==> config.mk <==
export PLATFORM = sky130hd
export DESIGN_NAME = posted_up_timer
export DESIGN_NICKNAME = d
export VERILOG_FILES = /design/src/rtl/gpt_pkg.sv /design/src/rtl/gpt_post_slot.sv /design/src/rtl/gpt_count_core.sv /design/src/rtl/gpt_irq_unit.sv /design/src/rtl/posted_up_timer.sv
export SDC_FILE = /design/constraint.sdc
export NUM_CORES = 1
export LEC_CHECK = 0
export BUFFER_PORTS_ARGS = -buffer_cell sky130_fd_sc_hd__buf_2
export CAP_MARGIN = 20
export CORE_MARGIN = 1.5
export CORE_UTILIZATION = 62
export DETAILED_ROUTE_END_ITERATION = 6
export PLACE_DENSITY = 0.91
export SLEW_MARGIN = 0
export SYNTH_ARGS = -nofsm -noshare
export SYNTH_HDL_FRONTEND = slang
export SYNTH_HIERARCHICAL = 1
export SYNTH_SLANG_ARGS = --single-unit
==> constraint.sdc <==
create_clock -name clk -period 11.4 [get_ports clk]
set_clock_uncertainty 0.1 [all_clocks]
set_input_delay 1.14 -clock clk [delete_from_list [all_inputs] [get_ports clk]]
set_output_delay 1.14 -clock clk [all_outputs]
set_load 0.005 [all_outputs]
==> src/rtl/gpt_pkg.sv <==
package gpt_pkg;
  localparam int ADDR_W = 8;
  localparam int FLAG_W = 3;
  localparam int CTRL_W = 7;
  localparam int CFG_W  = 10;
  localparam int NSLOT  = 5;

  localparam logic [ADDR_W-1:0] OFS_ID    = 8'h00;
  localparam logic [ADDR_W-1:0] OFS_CFG   = 8'h10;
  localparam logic [ADDR_W-1:0] OFS_STAT  = 8'h14;
  localparam logic [ADDR_W-1:0] OFS_FLAG  = 8'h18;
  localparam logic [ADDR_W-1:0] OFS_IEN   = 8'h1C;
  localparam logic [ADDR_W-1:0] OFS_WEN   = 8'h20;
  localparam logic [ADDR_W-1:0] OFS_CTRL  = 8'h24;
  localparam logic [ADDR_W-1:0] OFS_CNT   = 8'h28;
  localparam logic [ADDR_W-1:0] OFS_LOAD  = 8'h2C;
  localparam logic [ADDR_W-1:0] OFS_TRIG  = 8'h30;
  localparam logic [ADDR_W-1:0] OFS_PEND  = 8'h34;
  localparam logic [ADDR_W-1:0] OFS_CMP   = 8'h38;
  localparam logic [ADDR_W-1:0] OFS_CAPT  = 8'h3C;

  // slot index equals pending bit position
  localparam int SL_CTRL = 0;
  localparam int SL_CNT  = 1;
  localparam int SL_LOAD = 2;
  localparam int SL_TRIG = 3;
  localparam int SL_CMP  = 4;

  localparam logic [ADDR_W-1:0] SLOT_OFS [NSLOT] =
    '{OFS_CTRL, OFS_CNT, OFS_LOAD, OFS_TRIG, OFS_CMP};

  // control bits
  localparam int CB_RUN = 0;
  localparam int CB_AR  = 1;
  localparam int CB_CMP = 6;

  // flag bits
  localparam int FB_MAT = 0;
  localparam int FB_OVF = 1;
  localparam int FB_CAP = 2;

  // configuration bit requesting soft reset
  localparam int CFG_SRST = 1;
endpackage

==> src/rtl/gpt_post_slot.sv <==
module gpt_post_slot #(
  parameter int DW  = 32,
  parameter int DLY = 3
) (
  input  logic          clk,
  input  logic          rst_n,
  input  logic          srst,
  input  logic          wr_en,
  input  logic [DW-1:0] wdata,
  output logic          pend,
  output logic          apply,
  output logic [DW-1:0] data
);
  localparam int CW = $clog2(DLY + 1);

  logic [CW-1:0] cnt_q, cnt_d;
  logic [DW-1:0] data_q;
  logic          data_en;

  always_comb begin
    cnt_d   = cnt_q;
    data_en = 1'b0;
    if (srst) begin
      cnt_d = '0;
    end else if (wr_en) begin
      cnt_d   = CW'(DLY);
      data_en = 1'b1;
    end else if (cnt_q != '0) begin
      cnt_d = cnt_q - CW'(1);
    end
  end

  always_ff @(posedge clk or negedge rst_n) begin
    if (!rst_n) begin
      cnt_q  <= '0;
      data_q <= '0;
    end else begin
      cnt_q <= cnt_d;
      if (data_en) data_q <= wdata;
    end
  end

  assign pend  = (cnt_q != '0);
  assign apply = (cnt_q == CW'(1)) && !wr_en && !srst;
  assign data  = data_q;
endmodule

==> src/rtl/gpt_count_core.sv <==
module gpt_count_core #(
  parameter int DW = 32
) (
  input  logic          clk,
  input  logic          rst_n,
  input  logic          srst,
  input  logic          tick_en,
  input  logic          run,
  input  logic          auto_rl,
  input  logic          cmp_en,
  input  logic [DW-1:0] ld_val,
  input  logic [DW-1:0] cmp_val,
  input  logic          set_cnt,
  input  logic [DW-1:0] set_val,
  input  logic          trig,
  output logic [DW-1:0] cnt,
  output logic          ovf_evt,
  output logic          mat_evt,
  output logic          oneshot_end
);
  logic [DW-1:0] cnt_q, cnt_d;
  logic          at_max, step;

  always_comb begin
    at_max  = &cnt_q;
    step    = run && tick_en;
    ovf_evt = step && at_max && !set_cnt && !trig && !srst;
    cnt_d   = cnt_q;
    if (srst)         cnt_d = '0;
    else if (set_cnt) cnt_d = set_val;
    else if (trig)    cnt_d = ld_val;
    else if (step)    cnt_d = at_max ? (auto_rl ? ld_val : '0) : cnt_q + DW'(1);
  end

  always_ff @(posedge clk or negedge rst_n) begin
    if (!rst_n) cnt_q <= '0;
    else        cnt_q <= cnt_d;
  end

  assign cnt         = cnt_q;
  assign oneshot_end = ovf_evt && !auto_rl;
  assign mat_evt     = cmp_en && (cnt_q == cmp_val);
endmodule

==> src/rtl/gpt_irq_unit.sv <==
module gpt_irq_unit #(
  parameter int FW = 3
) (
  input  logic          clk,
  input  logic          rst_n,
  input  logic          srst,
  input  logic [FW-1:0] set_vec,
  input  logic          clr_we,
  input  logic          ien_we,
  input  logic          wen_we,
  input  logic [FW-1:0] wdata,
  output logic [FW-1:0] flags,
  output logic [FW-1:0] ien,
  output logic [FW-1:0] wen,
  output logic          irq,
  output logic          wake
);
  logic [FW-1:0] flg_q, flg_d, ien_q, ien_d, wen_q, wen_d;

  always_comb begin
    flg_d = flg_q;
    ien_d = ien_q;
    wen_d = wen_q;
    if (srst) begin
      flg_d = '0;
      ien_d = '0;
      wen_d = '0;
    end else begin
      if (clr_we) flg_d = flg_q & ~wdata;
      flg_d = flg_d | set_vec;
      if (ien_we) ien_d = wdata;
      if (wen_we) wen_d = wdata;
    end
  end

  always_ff @(posedge clk or negedge rst_n) begin
    if (!rst_n) begin
      flg_q <= '0;
      ien_q <= '0;
      wen_q <= '0;
    end else begin
      flg_q <= flg_d;
      ien_q <= ien_d;
      wen_q <= wen_d;
    end
  end

  assign flags = flg_q;
  assign ien   = ien_q;
  assign wen   = wen_q;
  assign irq   = |(flg_q & ien_q);
  assign wake  = |(flg_q & wen_q);
endmodule

==> src/rtl/posted_up_timer.sv <==
module posted_up_timer
  import gpt_pkg::*;
#(
  parameter int DW        = 32,
  parameter int SYNC_DLY  = 3,
  parameter int REV_MAJOR = 1,
  parameter int REV_MINOR = 3
) (
  input  logic              clk,
  input  logic              rst_n,
  input  logic              tick_en,
  input  logic              bus_wr,
  input  logic [ADDR_W-1:0] bus_addr,
  input  logic [DW-1:0]     bus_wdata,
  output logic [DW-1:0]     bus_rdata,
  output logic              irq,
  output logic              wake
);
  localparam logic [7:0] REV_BYTE = {4'(REV_MAJOR), 4'(REV_MINOR)};

  // reset: asynchronous assert, synchronous release
  logic [1:0] rst_sync;
  logic       rst_n_i;
  always_ff @(posedge clk or negedge rst_n) begin
    if (!rst_n) rst_sync <= '0;
    else        rst_sync <= {rst_sync[0], 1'b1};
  end
  assign rst_n_i = rst_sync[1];

  // soft reset
  logic srst_q, srst_req, cfg_we;
  logic [CFG_W-1:0] cfg_q, cfg_d;
  assign cfg_we   = bus_wr && (bus_addr == OFS_CFG) && !srst_q;
  assign srst_req = cfg_we && bus_wdata[CFG_SRST];

  always_comb begin
    cfg_d = cfg_q;
    if (srst_q) cfg_d = '0;
    else if (cfg_we) begin
      cfg_d = bus_wdata[CFG_W-1:0];
      cfg_d[CFG_SRST] = 1'b0;
    end
  end

  always_ff @(posedge clk or negedge rst_n_i) begin
    if (!rst_n_i) begin
      srst_q <= 1'b0;
      cfg_q  <= '0;
    end else begin
      srst_q <= srst_req;
      cfg_q  <= cfg_d;
    end
  end

  // posted write slots
  logic [NSLOT-1:0]  pend, appl;
  logic [CTRL_W-1:0] ctrl_stage;
  logic [DW-1:0]     wide_data [1:NSLOT-1];

  gpt_post_slot #(.DW(CTRL_W), .DLY(SYNC_DLY)) u_slot_ctrl (
    .clk(clk), .rst_n(rst_n_i), .srst(srst_q),
    .wr_en(bus_wr && (bus_addr == SLOT_OFS[SL_CTRL]) && !srst_q),
    .wdata(bus_wdata[CTRL_W-1:0]),
    .pend(pend[SL_CTRL]), .apply(appl[SL_CTRL]), .data(ctrl_stage)
  );

  for (genvar i = 1; i < NSLOT; i++) begin : g_slot
    gpt_post_slot #(.DW(DW), .DLY(SYNC_DLY)) u_slot (
      .clk(clk), .rst_n(rst_n_i), .srst(srst_q),
      .wr_en(bus_wr && (bus_addr == SLOT_OFS[i]) && !srst_q),
      .wdata(bus_wdata),
      .pend(pend[i]), .apply(appl[i]), .data(wide_data[i])
    );
  end

  // applied register values
  logic [CTRL_W-1:0] ctrl_q, ctrl_d;
  logic [DW-1:0]     load_q, load_d, trig_q, trig_d, cmp_q, cmp_d;
  logic              oneshot_end;

  always_comb begin
    ctrl_d = ctrl_q;
    load_d = load_q;
    trig_d = trig_q;
    cmp_d  = cmp_q;
    if (srst_q) begin
      ctrl_d = '0;
      load_d = '0;
      trig_d = '0;
      cmp_d  = '0;
    end else begin
      if (appl[SL_CTRL])    ctrl_d = ctrl_stage;
      else if (oneshot_end) ctrl_d[CB_RUN] = 1'b0;
      if (appl[SL_LOAD]) load_d = wide_data[SL_LOAD];
      if (appl[SL_TRIG]) trig_d = wide_data[SL_TRIG];
      if (appl[SL_CMP])  cmp_d  = wide_data[SL_CMP];
    end
  end

  always_ff @(posedge clk or negedge rst_n_i) begin
    if (!rst_n_i) begin
      ctrl_q <= '0;
      load_q <= '0;
      trig_q <= '0;
      cmp_q  <= '0;
    end else begin
      ctrl_q <= ctrl_d;
      load_q <= load_d;
      trig_q <= trig_d;
      cmp_q  <= cmp_d;
    end
  end

  // counter
  logic [DW-1:0] cnt;
  logic          ovf_evt, mat_evt;

  gpt_count_core #(.DW(DW)) u_core (
    .clk(clk), .rst_n(rst_n_i), .srst(srst_q), .tick_en(tick_en),
    .run(ctrl_q[CB_RUN]), .auto_rl(ctrl_q[CB_AR]), .cmp_en(ctrl_q[CB_CMP]),
    .ld_val(load_q), .cmp_val(cmp_q),
    .set_cnt(appl[SL_CNT]), .set_val(wide_data[SL_CNT]), .trig(appl[SL_TRIG]),
    .cnt(cnt), .ovf_evt(ovf_evt), .mat_evt(mat_evt), .oneshot_end(oneshot_end)
  );

  // flags and interrupt
  logic [FLAG_W-1:0] flags, ien, wen, set_vec;
  always_comb begin
    set_vec         = '0;
    set_vec[FB_MAT] = mat_evt;
    set_vec[FB_OVF] = ovf_evt;
    set_vec[FB_CAP] = 1'b0;
  end

  gpt_irq_unit #(.FW(FLAG_W)) u_irq (
    .clk(clk), .rst_n(rst_n_i), .srst(srst_q), .set_vec(set_vec),
    .clr_we(bus_wr && (bus_addr == OFS_FLAG) && !srst_q),
    .ien_we(bus_wr && (bus_addr == OFS_IEN) && !srst_q),
    .wen_we(bus_wr && (bus_addr == OFS_WEN) && !srst_q),
    .wdata(bus_wdata[FLAG_W-1:0]),
    .flags(flags), .ien(ien), .wen(wen), .irq(irq), .wake(wake)
  );

  // read mux
  always_comb begin
    bus_rdata = '0;
    case (bus_addr)
      OFS_ID:   bus_rdata[7:0]        = REV_BYTE;
      OFS_CFG:  bus_rdata[CFG_W-1:0]  = cfg_q;
      OFS_STAT: bus_rdata[0]          = !srst_q;
      OFS_FLAG: bus_rdata[FLAG_W-1:0] = flags;
      OFS_IEN:  bus_rdata[FLAG_W-1:0] = ien;
      OFS_WEN:  bus_rdata[FLAG_W-1:0] = wen;
      OFS_CTRL: bus_rdata[CTRL_W-1:0] = ctrl_q;
      OFS_CNT:  bus_rdata             = cnt;
      OFS_LOAD: bus_rdata             = load_q;
      OFS_TRIG: bus_rdata             = trig_q;
      OFS_PEND: bus_rdata[NSLOT-1:0]  = pend;
      OFS_CMP:  bus_rdata             = cmp_q;
      default:  bus_rdata             = '0;
    endcase
  end
endmodule

* Word level (Yosys, flattened, before mapping) *
Cells that the tools add are included.

cells by class
  bitwise gates (word level) = 5
  reduce and logical (&&, ||, !) cells = 68
  add/sub/neg operators = 6
  multiplexer cells = 57
  eq/ne operators = 17

operators with widths
  operator               count
  $mux 32                12
  $pmux 22 s4            1
  $eq 8x6->1 const B     7
  $logic_and 1x1->1      36
  $add 32x1->32 const B  1
  $eq 32x32->1           1
  $eq 8x5->1 const B     4
  $reduce_and 32->1      1
  $mux 2                 15
  $reduce_bool 2->1      12
  $pmux 2 s11            1
  $mux 3                 7
  $mux 10                2
  $reduce_bool 3->1      6
  $pmux 2 s8             1
  $mux 1                 12
  $pmux 1 s12            1
  $pmux 2 s6             1
  $eq 2x1->1 const B     5
  $pmux 2 s5             1
  $sub 2x1->2 const B    5
  $and 3x3->3            3
  $logic_not 1->1        9
  $logic_not 8->1        1
  7 further kinds        8

word-level totals
  word-level logic and storage cells = 175
  bits of input ports = 44
  output and inout port bits = 34
  bits in registers = 302

* Depth between registers and ports, before layout *
Gate-level depths: netlist of run 1.

  depth in word-level cells = 14
  mapped depth = 14
  gate-level depth less buffers = 10

* By module *
The synthesis of run 1 kept the hierarchy.

modules (own cells, without submodules)
  module                                area each (um^2)  instances  cells each  sequential area each (um^2)
  posted_up_timer                       6,122.1           1          595         2,877.8
  gpt_post_slot (g_slot[1].u_slot ...)  1,488.9           4          82          850.8
  gpt_count_core                        3,422.0           1          450         800.8
  gpt_post_slot (u_slot_ctrl)           435.4             1          29          225.2
  gpt_irq_unit                          389.1             1          35          225.2

* Worst setup path before layout of run 1 *
Ideal clock, no wire load.

  path kind = input to register
  start point = input port bus_addr[0]
  end point = register u_core.cnt_q[24] (netlist: u_core/cnt[24])
  stages on the path = 12
  setup slack = 7.420 ns
  data arrival time = 3.749 ns
  buffers on the path = 5
  setup time = 0.131 ns
  path through = buf_2 -> or4b_2 -> buf_2 -> nor3_1 -> nor3b_1 -> buf_1 -> inv_1 -> clkbuf_1 -> clkbuf_1 -> nand2_1 -> a21oi_1 -> o22ai_1

on the way
  elaborated cells on any way between the ends = 16
  classes of those cells = eq/ne: 2; mux: 3; reduce/logical: 11

RTL lines
  element                           RTL line               RTL
  start, declared                   posted_up_timer.sv:13  input logic [ADDR_W-1:0] bus_addr,
  $eq 8x6->1 *                      posted_up_timer.sv:70  .wr_en(bus_wr && (bus_addr == SLOT_OFS[i]) && !srst_q),
  $logic_and 1x1->1 * (2 in a row)  posted_up_timer.sv:70
  $logic_not 1->1 *                 gpt_post_slot.sv:44    assign apply = (cnt_q == CW'(1)) && !wr_en && !srst;
  $logic_and 1x1->1 * (2 in a row)  gpt_post_slot.sv:44
  net appl[1]                       posted_up_timer.sv:56  logic [NSLOT-1:0] pend, appl;
  $mux 32                           gpt_count_core.sv:30   else if (set_cnt) cnt_d = set_val;
  $mux 32                           gpt_count_core.sv:29   if (srst) cnt_d = '0;
  end signal, assigned              gpt_count_core.sv:37   else cnt_q <= cnt_d;
  end, declared                     gpt_count_core.sv:21   logic [DW-1:0] cnt_q, cnt_d;

Mark *: on every way through the listed nets, which the timed path passes. The rest lies on a longest branch.
A chain may end at the register's enable or synchronous reset.

* Final worst setup path of run 1 *
  start point = input port bus_addr[2]
  end point = output port bus_rdata[3]

on the way
  longest elaborated chain between the ends = 2
  elaborated cells on any way between the ends = 9
  classes of those cells = eq/ne: 7; mux: 1; reduce/logical: 1

ends and longest elaborated chain
  element                                   RTL line                RTL
  $eq 8x6->1, or another cell as far along  posted_up_timer.sv:147  case (bus_addr)
  $pmux 2 s8 *                              posted_up_timer.sv:147
  end, declared                             posted_up_timer.sv:15   output logic [DW-1:0] bus_rdata,

Mark *: on every way between the ends. The rest lies on a longest branch, timed or not.

==> results.sh, run 1 <==
export IMPL_syn_mean_instance_area_um2=11.4
export IMPL_yosysSeqAreaShare_pct=46.1
export IMPL_track_usage_pct=34.4
export IMPL_maxSlewViolCount=0
export IMPL_synth_top_flop_cell="dfrtp_1"
export IMPL_synth_edf_count=0
export IMPL_met3_wirelength_um=4490
export IMPL_path_clk_slew_ns=0.06
export IMPL_hold_violations=0
export IMPL_hold_buffers=0
export IMPL_yosysUniqueCellTypes=90
export IMPL_initial_core_util_pct=62.8
export IMPL_cp_num_buf_inv=3
export IMPL_fp_dieW_um=165
export IMPL_vdd_drop_max_mv=0.176
export IMPL_grt_max_degree=169
export IMPL_critical_path_endpoint_type="primary output"
export IMPL_powerDensity_nw_per_um2=207
export IMPL_grt_pass1_vias=12500
export IMPL_cp_arrival_ns=3.65
export IMPL_setup_viol=0
export IMPL_cts_buffers=31
export IMPL_fp_dieH_um=165
export IMPL_cts_resized=0
export IMPL_cts_setup_buffers=0
export IMPL_io_pins=78
export IMPL_period_minus_slack_ns=4.89
export IMPL_drtAntennaViolNets=0
export IMPL_clkSinkCount=301
export IMPL_diodes=0
export IMPL_highest_layer="met4"
export IMPL_wl_met2_um=21000
export IMPL_grt_pass1_wl_um=71700
export IMPL_htree_levels=1
export IMPL_status="completed"
export IMPL_ys_seq_elements=301
export IMPL_first_pass_iters=7
export IMPL_clockBufferDepth=3
export IMPL_synth_warnings=6
export IMPL_fin_ws_ns=6.51
export IMPL_rsz0062_at_grt="false"
export IMPL_leakage_nw=8.15
export IMPL_maxCapViolCount=0
export IMPL_port_buffers=77
export IMPL_hp_class="reg2async"
export IMPL_antenna_found_initial=0
export IMPL_cp_max_fo=48
export IMPL_row_count=59
export IMPL_avgViaCountPerCell=6.84
export IMPL_worst_slew_pin_slew_ns=1.17
export IMPL_fin_setup_tns_ns=0
export IMPL_drt_iter0_drc=1732
export IMPL_core_um2=26000
export IMPL_vias=12400
export IMPL_fill_cells=1868
export IMPL_worstPathRequired_ns=10.16
export IMPL_dp_hpwl_um=29400
export IMPL_drt_met1_wl_um=17700
export IMPL_area_growth_pct=8.41
export IMPL_cp_top_family="simple AND/OR/NAND/NOR gates"
export IMPL_slew_limit_headroom_pct=21.4
export IMPL_layout_drive_gt1_share_pct=22.5
export IMPL_drc=0
export IMPL_path_class="in2out"
export IMPL_critPathMaxStageDelay_ns=1.02
export IMPL_syn_area_um2=16300
export IMPL_overflow=0
export IMPL_die_area_um2=27300
export IMPL_crit_chain="buf_2 > buf_4 > or4b_2 > nor2_1 > a22oi_1 > o31ai_1 > buf_2"
export IMPL_gp_congestion=0.956
export IMPL_period_share_pct=42.9
export IMPL_fmax_ghz=0.204
export IMPL_num_nets_final=1512
export IMPL_ys_async_sr_fraction_pct=100
export IMPL_crit_top_cell="buf_2"
export IMPL_syn_inst=1437
export IMPL_cp_slowest_cell="or4b_2"
export IMPL_cts_root_buf="clkbuf_16"
export IMPL_wl_um=45600
export IMPL_clock_latency_ns=0.57
export IMPL_post_drt_wl_per_cell_um=25.1
export IMPL_cts_tree="yes"
export IMPL_cp_start_kind="primary input"
export IMPL_dp_slack_ns=6.18
-- Yosys cell counts, types with 4 or more instances --
master,number,share of area (%)
o21ai_0,45,1.4
mux2i_1,141,8.6
clkbuf_1,39,0.90
nand2_1,64,1.5
mux2_4,127,12
inv_1,33,0.76
o31a_1,4,0.21
o31ai_1,7,0.32
xnor2_1,39,2.1
and3_1,9,0.34
a2bb2oi_1,4,0.21
a21o_1,4,0.18
nand3b_1,9,0.41
o21ba_2,4,0.25
o211ai_1,8,0.37
a22oi_1,39,1.8
a221oi_1,9,0.48
ha_1,11,0.84
o22ai_1,14,0.54
nor4_1,18,0.69
xor2_1,10,0.54
nand3_1,37,1.1
buf_6,7,0.48
buf_2,47,1.4
a21oi_1,48,1.5
nand4_1,23,0.88
a311oi_1,4,0.21
and2_1,4,0.15
a32oi_1,8,0.43
buf_4,4,0.18
nand2b_1,5,0.19
nor2b_4,5,0.42
nor2b_1,6,0.23
dfrtp_1,301,46
and4_1,11,0.59
buf_12,12,1.5
a31oi_1,7,0.27
nor3_1,27,0.83
nor2_1,146,3.4
nor3b_1,8,0.37
a221o_1,7,0.43
mux2_2,15,1.0
-- through the flow --
step                      hold WS (ns)  instances  total power [mW]  util, %  instance area [µm²]
after floorplan                  0.231       1438              2.23        -                16300
after detailed placement         0.222       1757              2.55     63.9                16600
after global placement           0.210       1757              2.49     63.9                16600
after CTS                        0.222       1815              3.62     68.0                17700
after global routing             0.244       1817              3.80     68.1                17700
final                            0.199       1817              3.66     68.1                17700
-- flip-flops by register name, summed over array words and instances (netlist names) --
name                 cells
u_core/cnt              32
u_slot_ctrl/data         7
rst_sync                 2
u_irq/ien                3
cfg_q                    9
u_irq/wen                3
u_irq/flags              3
cmp_q                   32
g_slot.u_slot/cnt_q      8
g_slot.u_slot/data     128
ctrl_q                   7
srst_q                   1
trig_q                  32
u_slot_ctrl/cnt_q        2
load_q                  32
-- cells in the final DEF, fill, tap and decap left out, types with 10 or more instances in the layout --
cell	count
mux2_4	127
clkbuf_16	31
a21oi_1	47
o22ai_1	14
inv_1	33
xor2_1	10
nand2_1	64
nand3_1	37
buf_2	77
nor3_1	27
nand4_1	23
o21ai_0	45
nor4_1	18
a22oi_1	39
buf_4	20
dfrtp_1	299
nor2_1	146
ha_1	11
xnor2_1	39
mux2i_1	141
and4_1	11
mux2_2	15
-- metal layers --
metal | up-vias | track usage, %
met5 | - | 0
met4 | 0 | 18.0
met3 | 178 | 6.44
met2 | 825 | 53.5
met1 | 6185 | 46.0
li1 | 5243 | -
-- worst reg2reg max path, cell delays in order (launching register included) --
cell	delay, ns
dfrtp_4	0.72
nand2b_1	0.43
nor3_1	0.19
nor3b_2	0.27
buf_4	0.44
nor2_1	0.18
a21oi_2	0.35
buf_4	0.35
o21ai_0	0.27
o211ai_1	0.28
-- final timing paths --
kind	from	cells after the start	slack (ns)	endpoint
worst min register to register	rst_sync[1]	0	0.20	g_slot[2].u_slot/data[11]
worst max-delay path	bus_addr[2]	7	6.51	bus_rdata[3]
max in group asynchronous	rst_sync[1]	1	9.67	u_irq/flags[1]
min in group clk	rst_sync[0]	0	0.25	rst_sync[1]
worst min-delay path	rst_sync[1]	0	0.20	g_slot[2].u_slot/data[11]
worst max register to register	srst_q	9	7.72	u_core/cnt[6]
-- power by group --
part	total, mW	switching [mW]	internal (mW)
Clock	1.07	0.438	0.629
Sequential	1.46	0.227	1.23
Combinational	1.13	0.673	0.458
-- final cells by class --
cell class	instances	area [µm²]	area share [%]
multi-input cells	989	7960	45.0
flip-flops and latches	301	7540	42.6
clock buffers	38	822	4.65
repair buffers	100	582	3.29
well taps	335	419	2.37
clock inverters	20	250	1.41
inverters	34	128	0.721
-- logic make-up after synthesis --
family | share of synthesized area, %
AOI/OAI and AO/OA | 10.4
xor gates and xnor gates | 2.63
adders and majority gates | 0.843
buffers and inverters | 5.47
DFF | 46.1
muxes | 21.5
other | 0.0460
and+or+nand+nor | 13.0
No activity file was read; power rests on OpenSTA's default activity.
==> inputs of run 2 (changes only) <==
Settings changed: CORE_UTILIZATION 62 to 56, PLACE_DENSITY 0.91 to 0.88.
Clock period 11.4 ns to 4.18 ns, I/O delays scaled along.
==> run 2 against run 1 <==
Sequential cell count stayed put. Setup slack worse by 5.8 ns. Count of clock-buffer cells in the layout is 9 higher. Sequential power grew to 2.7 times the previous value. Die area is 11% higher. Clock power grew to 2.9 times the previous value. Core utilization is 5.3 points lower. First-iteration DRC count is 7.6% higher. Power grew to 2.8 times the previous value. Cell area is 1.9% higher. Via count is 0.27% lower. Global-route usage is 3.8 points lower. Critical endpoint is now u_core/cnt[24]. Largest power group unchanged. Highest routed layer unchanged.
==> results.sh, run 2 (synthesis results as in run 1) <==
export IMPL_htree_levels=2
export IMPL_maxCapViolCount=0
export IMPL_rsz0062_at_grt="false"
export IMPL_drt_iter0_drc=1864
export IMPL_diodes=0
export IMPL_track_usage_pct=30.6
export IMPL_fill_cells=2218
export IMPL_layout_common_cells="299 x dfrtp_1, 146 x nor2_1, 141 x mux2i_1"
export IMPL_status="completed"
export IMPL_cts_root_buf="clkbuf_16"
export IMPL_finalPower_mw=10.2
export IMPL_grt_pass1_wl_um=72000
export IMPL_period_share_pct=83.9
export IMPL_period_minus_slack_ns=3.51
export IMPL_cp_start_kind="register"
export IMPL_worst_slew_pin_slew_ns=1.16
export IMPL_num_nets_final=1529
export IMPL_io_pins=78
export IMPL_place_inst=1820
export IMPL_wl_um=46100
export IMPL_antenna_found_initial=0
export IMPL_fin_setup_tns_ns=0
export IMPL_largest_register_ffs=128
export IMPL_powerDensity_nw_per_um2=565
export IMPL_fp_dieH_um=174
export IMPL_leakage_nw=8.29
export IMPL_first_pass_iters=6
export IMPL_row_count=62
export IMPL_fin_cells=1883
export IMPL_drtAntennaViolNets=0
export IMPL_fp_dieW_um=174
export IMPL_path_class="reg2reg"
export IMPL_clock_latency_ns=0.52
export IMPL_placed_cell_area_um2=16800
export IMPL_core_um2=28700
export IMPL_critical_path_endpoint_type="register"
export IMPL_cts_tree="yes"
export IMPL_maxSlewViolCount=0
export IMPL_fin_hold_ws_ns=0.0854
export IMPL_cts_buffers=34
export IMPL_die_area_um2=30200
export IMPL_hold_violations=0
export IMPL_slew_limit_headroom_pct=22.3
export IMPL_fmax_ghz=0.285
export IMPL_grt_pass1_vias=12400
export IMPL_path_clk_slew_ns=0.06
export IMPL_gp_congestion=0.951
export IMPL_layout_drive_gt1_share_pct=23.3
export IMPL_vias=12400
export IMPL_drc=0
export IMPL_seq_area_um2=7540
export IMPL_hp_class="reg2async"
export IMPL_overflow=0
export IMPL_vdd_drop_max_mv=0.389
export IMPL_stdcell_area_um2=18000
export IMPL_port_buffers=77
export IMPL_final_common_cell="dfrtp_1"
export IMPL_multi_input_area_um2=7960
export IMPL_cp_max_fo=20
export IMPL_avgViaCountPerCell=6.58
export IMPL_initial_core_util_pct=56.9
export IMPL_area_growth_pct=10.4
export IMPL_dp_hpwl_um=30400
export IMPL_clkSinkCount=301
export IMPL_post_drt_wl_per_cell_um=24.5
export IMPL_cp_arrival_ns=3.84
export IMPL_setup_viol=0
export IMPL_worstPathRequired_ns=4.51
export IMPL_clockBufferDepth=3
export IMPL_grt_max_degree=157
[run 2: cell types whose count changed in the layout (fill, tap and decap cells not counted), sizes merged]
cell,before,now
inv,36,35
bufinv,5,3
clkinv,9,8
clkinvlp,4,2
buf,100,113
dlygate4sd3,0,1
clkbuf,38,47
[run 2: where the power goes]
part	switching [mW]	total (mW)	leakage, nW	internal, mW
clock network	1.21	3.06	0.569	1.85
registers	0.615	3.98	4.10	3.36
logic	1.87	3.15	3.62	1.28
total	3.69	10.2	8.29	6.50
[run 2: through the flow]
step                util [%]  setup slack [ns]
floorplan                  -             0.898
global placement        58.6             0.654
detailed placement      58.6             0.441
CTS                     62.7             0.800
global route            62.8             0.585
finish                  62.8             0.675
[run 2: final cells by class]
type                    instances  area share (%)
repair buffers                114            4.22
flip-flops and latches        301            41.8
clock inverters                14           0.937
clock buffers                  47            5.50
inverters                      34           0.708
multi-input cells             989            44.1
well taps                     384            2.67
[run 2: critical path, cell delays in order, from the launching register on]
cell and delay (ns):
dfrtp_4 0.45, nand2b_1 0.25, nor3_1 0.17, nor3b_2 0.97
nor2_1 0.17, a21oi_2 0.35, buf_4 0.33, o21ai_0 0.20
o31a_1 0.29, o22ai_1 0.14
[run 2: metal layers]
layer  track usage, %  up-vias  part of all wire, %
met1             41.5     6207                   41
met3             5.26      173                  8.6
li1                 -     5274                    -
met2             48.1      744                   46
met4             14.2        0                  5.0
met5                0        -                    0
[run 2: final timing paths]
kind	start	end	slack [ns]	depth (start not counted)
max	srst_q	u_core/cnt[24]	0.67	9
min	rst_sync[1]	cmp_q[17]	0.09	0
max reg2reg	srst_q	u_core/cnt[24]	0.67	9
min reg2reg	rst_sync[1]	cmp_q[17]	0.09	0
max in group asynchronous	rst_sync[1]	srst_q	2.78	2
min in group clk	bus_wdata[20]	g_slot[2].u_slot/data[20]	0.09	2
[run 2: repair_timing]
item                      CTS  global route
hold buffers                1             0
resized for setup           0             0
hold endpoints to repair    2             0
buffers inserted            0             0
==> inputs of run 3 (changes only) <==
Settings changed: ABC_AREA set to 1.
Clock period 4.18 ns to 3.2 ns, I/O delays scaled along.
==> run 3 against run 2 <==
The run now ends with DRC left. Via count rose by 28%. Register-to-register slack lost 0.23 ns. Cell area is 0.77% lower. Clock power rose by 29%. Setup slack got worse by 0.23 ns. First-iteration DRC count grew 17%. Largest power group unchanged.
==> results.sh, run 3 <==
export IMPL_status="finished with violations"
export IMPL_violations="DRC"
export IMPL_r2r_start="srst_q"
export IMPL_wl_um=52400
export IMPL_port_buffers=77
export IMPL_fin_util_pct=62.5
export IMPL_worstSetupStartpoint="srst_q"
export IMPL_synth_top_flop_cell="dfrtp_1"
export IMPL_ys_seq_elements=301
export IMPL_critical_path_endpoint_type="register"
export IMPL_antenna_found_initial=0
export IMPL_drt_iter0_drc=2190
export IMPL_vdd_drop_max_mv=0.396
export IMPL_clockBufferDepth=3
export IMPL_worstPathRequired_ns=3.46
export IMPL_synth_warnings=6
export IMPL_vias=15800
export IMPL_cts_resized=0
export IMPL_syn_num_nets=2254
export IMPL_row_count=62
export IMPL_synth_top_cell_by_area="dfrtp_1"
export IMPL_cts_root_buf="clkbuf_16"
export IMPL_slew_limit_headroom_pct=30.1
export IMPL_maxSlewViolCount=0
export IMPL_period_minus_slack_ns=2.75
export IMPL_avgViaCountPerCell=5.98
export IMPL_fmax_ghz=0.363
export IMPL_ys_async_sr_fraction_pct=100
export IMPL_syn_mean_instance_area_um2=7.37
export IMPL_num_nets_final=2295
export IMPL_grt_pass1_wl_um=83900
export IMPL_yosysSeqAreaShare_pct=46.5
export IMPL_cp_arrival_ns=3.01
export IMPL_fin_cells=2648
export IMPL_fin_setup_tns_ns=0
export IMPL_min_delay_start="bus_wdata[22]"
export IMPL_largest_register_ffs=128
export IMPL_rsz0062_at_grt="false"
export IMPL_die_area_um2=30000
export IMPL_track_usage_pct=35.4
export IMPL_powerDensity_nw_per_um2=714
export IMPL_place_inst=2580
export IMPL_synth_edf_count=0
export IMPL_path_class="reg2reg"
export IMPL_fp_dieH_um=173
export IMPL_post_drt_wl_per_cell_um=19.8
export IMPL_hp_class="in2reg"
export IMPL_htree_levels=2
export IMPL_layout_common_cells="759 x nand2_1, 339 x nand3_1, 300 x dfrtp_1"
export IMPL_core_um2=28600
export IMPL_dp_hpwl_um=34600
export IMPL_clock_latency_ns=0.52
export IMPL_critPathMaxStageDelay_ns=0.70
export IMPL_synth_common_cells="759 x nand2_1, 339 x nand3_1, 301 x dfrtp_1, 184 x inv_1, 184 x nor2_1"
export IMPL_grt_max_degree=102
export IMPL_period_share_pct=86.0
export IMPL_area_growth_pct=10.3
export IMPL_path_clk_slew_ns=0.06
export IMPL_yosysMostFrequentCell="nand2_1"
export IMPL_layout_drive_gt1_share_pct=10.6
export IMPL_crit_chain="clkinv_2 > nand2_1 > nor2_2 > inv_1 > nand2_1 > nor2_4 > buf_4 > or2_2 > o21ai_0"
export IMPL_syn_area_um2=16200
export IMPL_cts_setup_buffers=0
export IMPL_maxCapViolCount=0
export IMPL_gp_congestion=0.971
export IMPL_synth_top_cell_area_share_pct=46.5
export IMPL_syn_inst=2199
export IMPL_crit_top_cell="nand2_1"
export IMPL_yosysUniqueCellTypes=42
export IMPL_initial_core_util_pct=56.6
export IMPL_io_pins=78
export IMPL_hold_violations=0
export IMPL_cp_max_fo=50
export IMPL_setup_viol=0
export IMPL_diodes=0
export IMPL_synth_area_top_cells="dfrtp_1 46%, nand2_1 18%, nand3_1 10%"
export IMPL_first_pass_iters=7
export IMPL_drtAntennaViolNets=0
export IMPL_drc=4
export IMPL_clkSinkCount=301
export IMPL_fp_dieW_um=173
export IMPL_overflow=0
export IMPL_leakage_nw=9.15
export IMPL_cp_start_kind="register"
export IMPL_cts_tree="yes"
export IMPL_final_common_cell="nand2_1"
export IMPL_cp_slowest_cell="or2_2"
export IMPL_grt_pass1_vias=15400
export IMPL_worst_slew_pin_slew_ns=1.05
export IMPL_cts_buffers=35
## run 3: changes by cell type in the layout (fill, tap and decap cells not counted), moves of 82 or more
cell / change
inv_1: +150
mux2_4: -127
mux2i_1: -141
nand2_1: +695
nand3_1: +302
o21ai_0: +82
## run 3: routing by layer
layer / vias up / track usage [%] / wire [µm]
met3: 216 / 8.53 / 6410
met2: 1078 / 54.1 / 23300
met4: 0 / 18.0 / 2630
met1: 7491 / 47.3 / 20100
met5: - / 0 / 0
li1: 7055 / - / -
## run 3: worst max-delay path, delay by kind of cell, from the launching register on
kind / cells / cell delay [ns]
simple gates: 5 / 1.18
flops: 1 / 0.36
compound gates: 1 / 0.21
buf+inv: 3 / 0.70
## run 3: power by group
| part | internal [mW] | switching (mW) | total (mW) |
|---|---|---|---|
| clock | 2.35 | 1.60 | 3.95 |
| sequential | 4.40 | 0.750 | 5.15 |
| combinational | 1.13 | 2.54 | 3.67 |
| total | 7.87 | 4.90 | 12.8 |
## run 3: cell families after synthesis
family	Yosys count	share of synthesized area, %
other	2	0.0463
AND/OR/NAND/NOR	1394	37.4
buffers and inverters	308	8.88
XOR/XNOR	23	1.24
AO/OA/AOI/OAI	160	5.14
adder cells (fa/ha/maj)	11	0.849
flip-flops	301	46.5
## run 3: stage by stage
step	cell area [µm²]	hold WS [ns]	worst slack, ns	power, mW
6_report	17900	0.00945	0.447	12.8
4_1_cts	17900	0.000248	0.516	12.7
3_3_place_gp	16700	0.00604	0.458	8.52
2_1_floorplan	16200	-0.0756	0.105	7.52
5_1_grt	17900	0.00394	0.274	13.4
3_5_place_dp	16700	0.00593	0.287	8.68
## run 3: layout make-up
type | count | area (µm²)
inverter | 197 | 751
multi-input combinational | 1590 | 7260
clock buffer | 49 | 1000
clock inverter | 12 | 131
fill | 2432 | 10700
timing repair buffer | 115 | 726
tap | 384 | 480
sequential | 301 | 7540
## run 3: what timing repair did
| action | in CTS | in global routing |
|---|---|---|
| hold buffers | 7 | 0 |
| endpoints found under the setup margin | 0 | 0 |
| hold endpoints to repair | 12 | 0 |
## run 3: path summary, 6_finish.rpt
kind	slack (ns)	endpoint	cells past startpoint
min	0.009	g_slot[1].u_slot/data[22]	3
min in group asynchronous	0.19	trig_q[15]	0
max in group asynchronous	1.90	u_irq/wen[2]	1
min reg2reg	0.19	trig_q[15]	0
max	0.45	trig_q[22]	9
max reg2reg	0.45	trig_q[22]	9
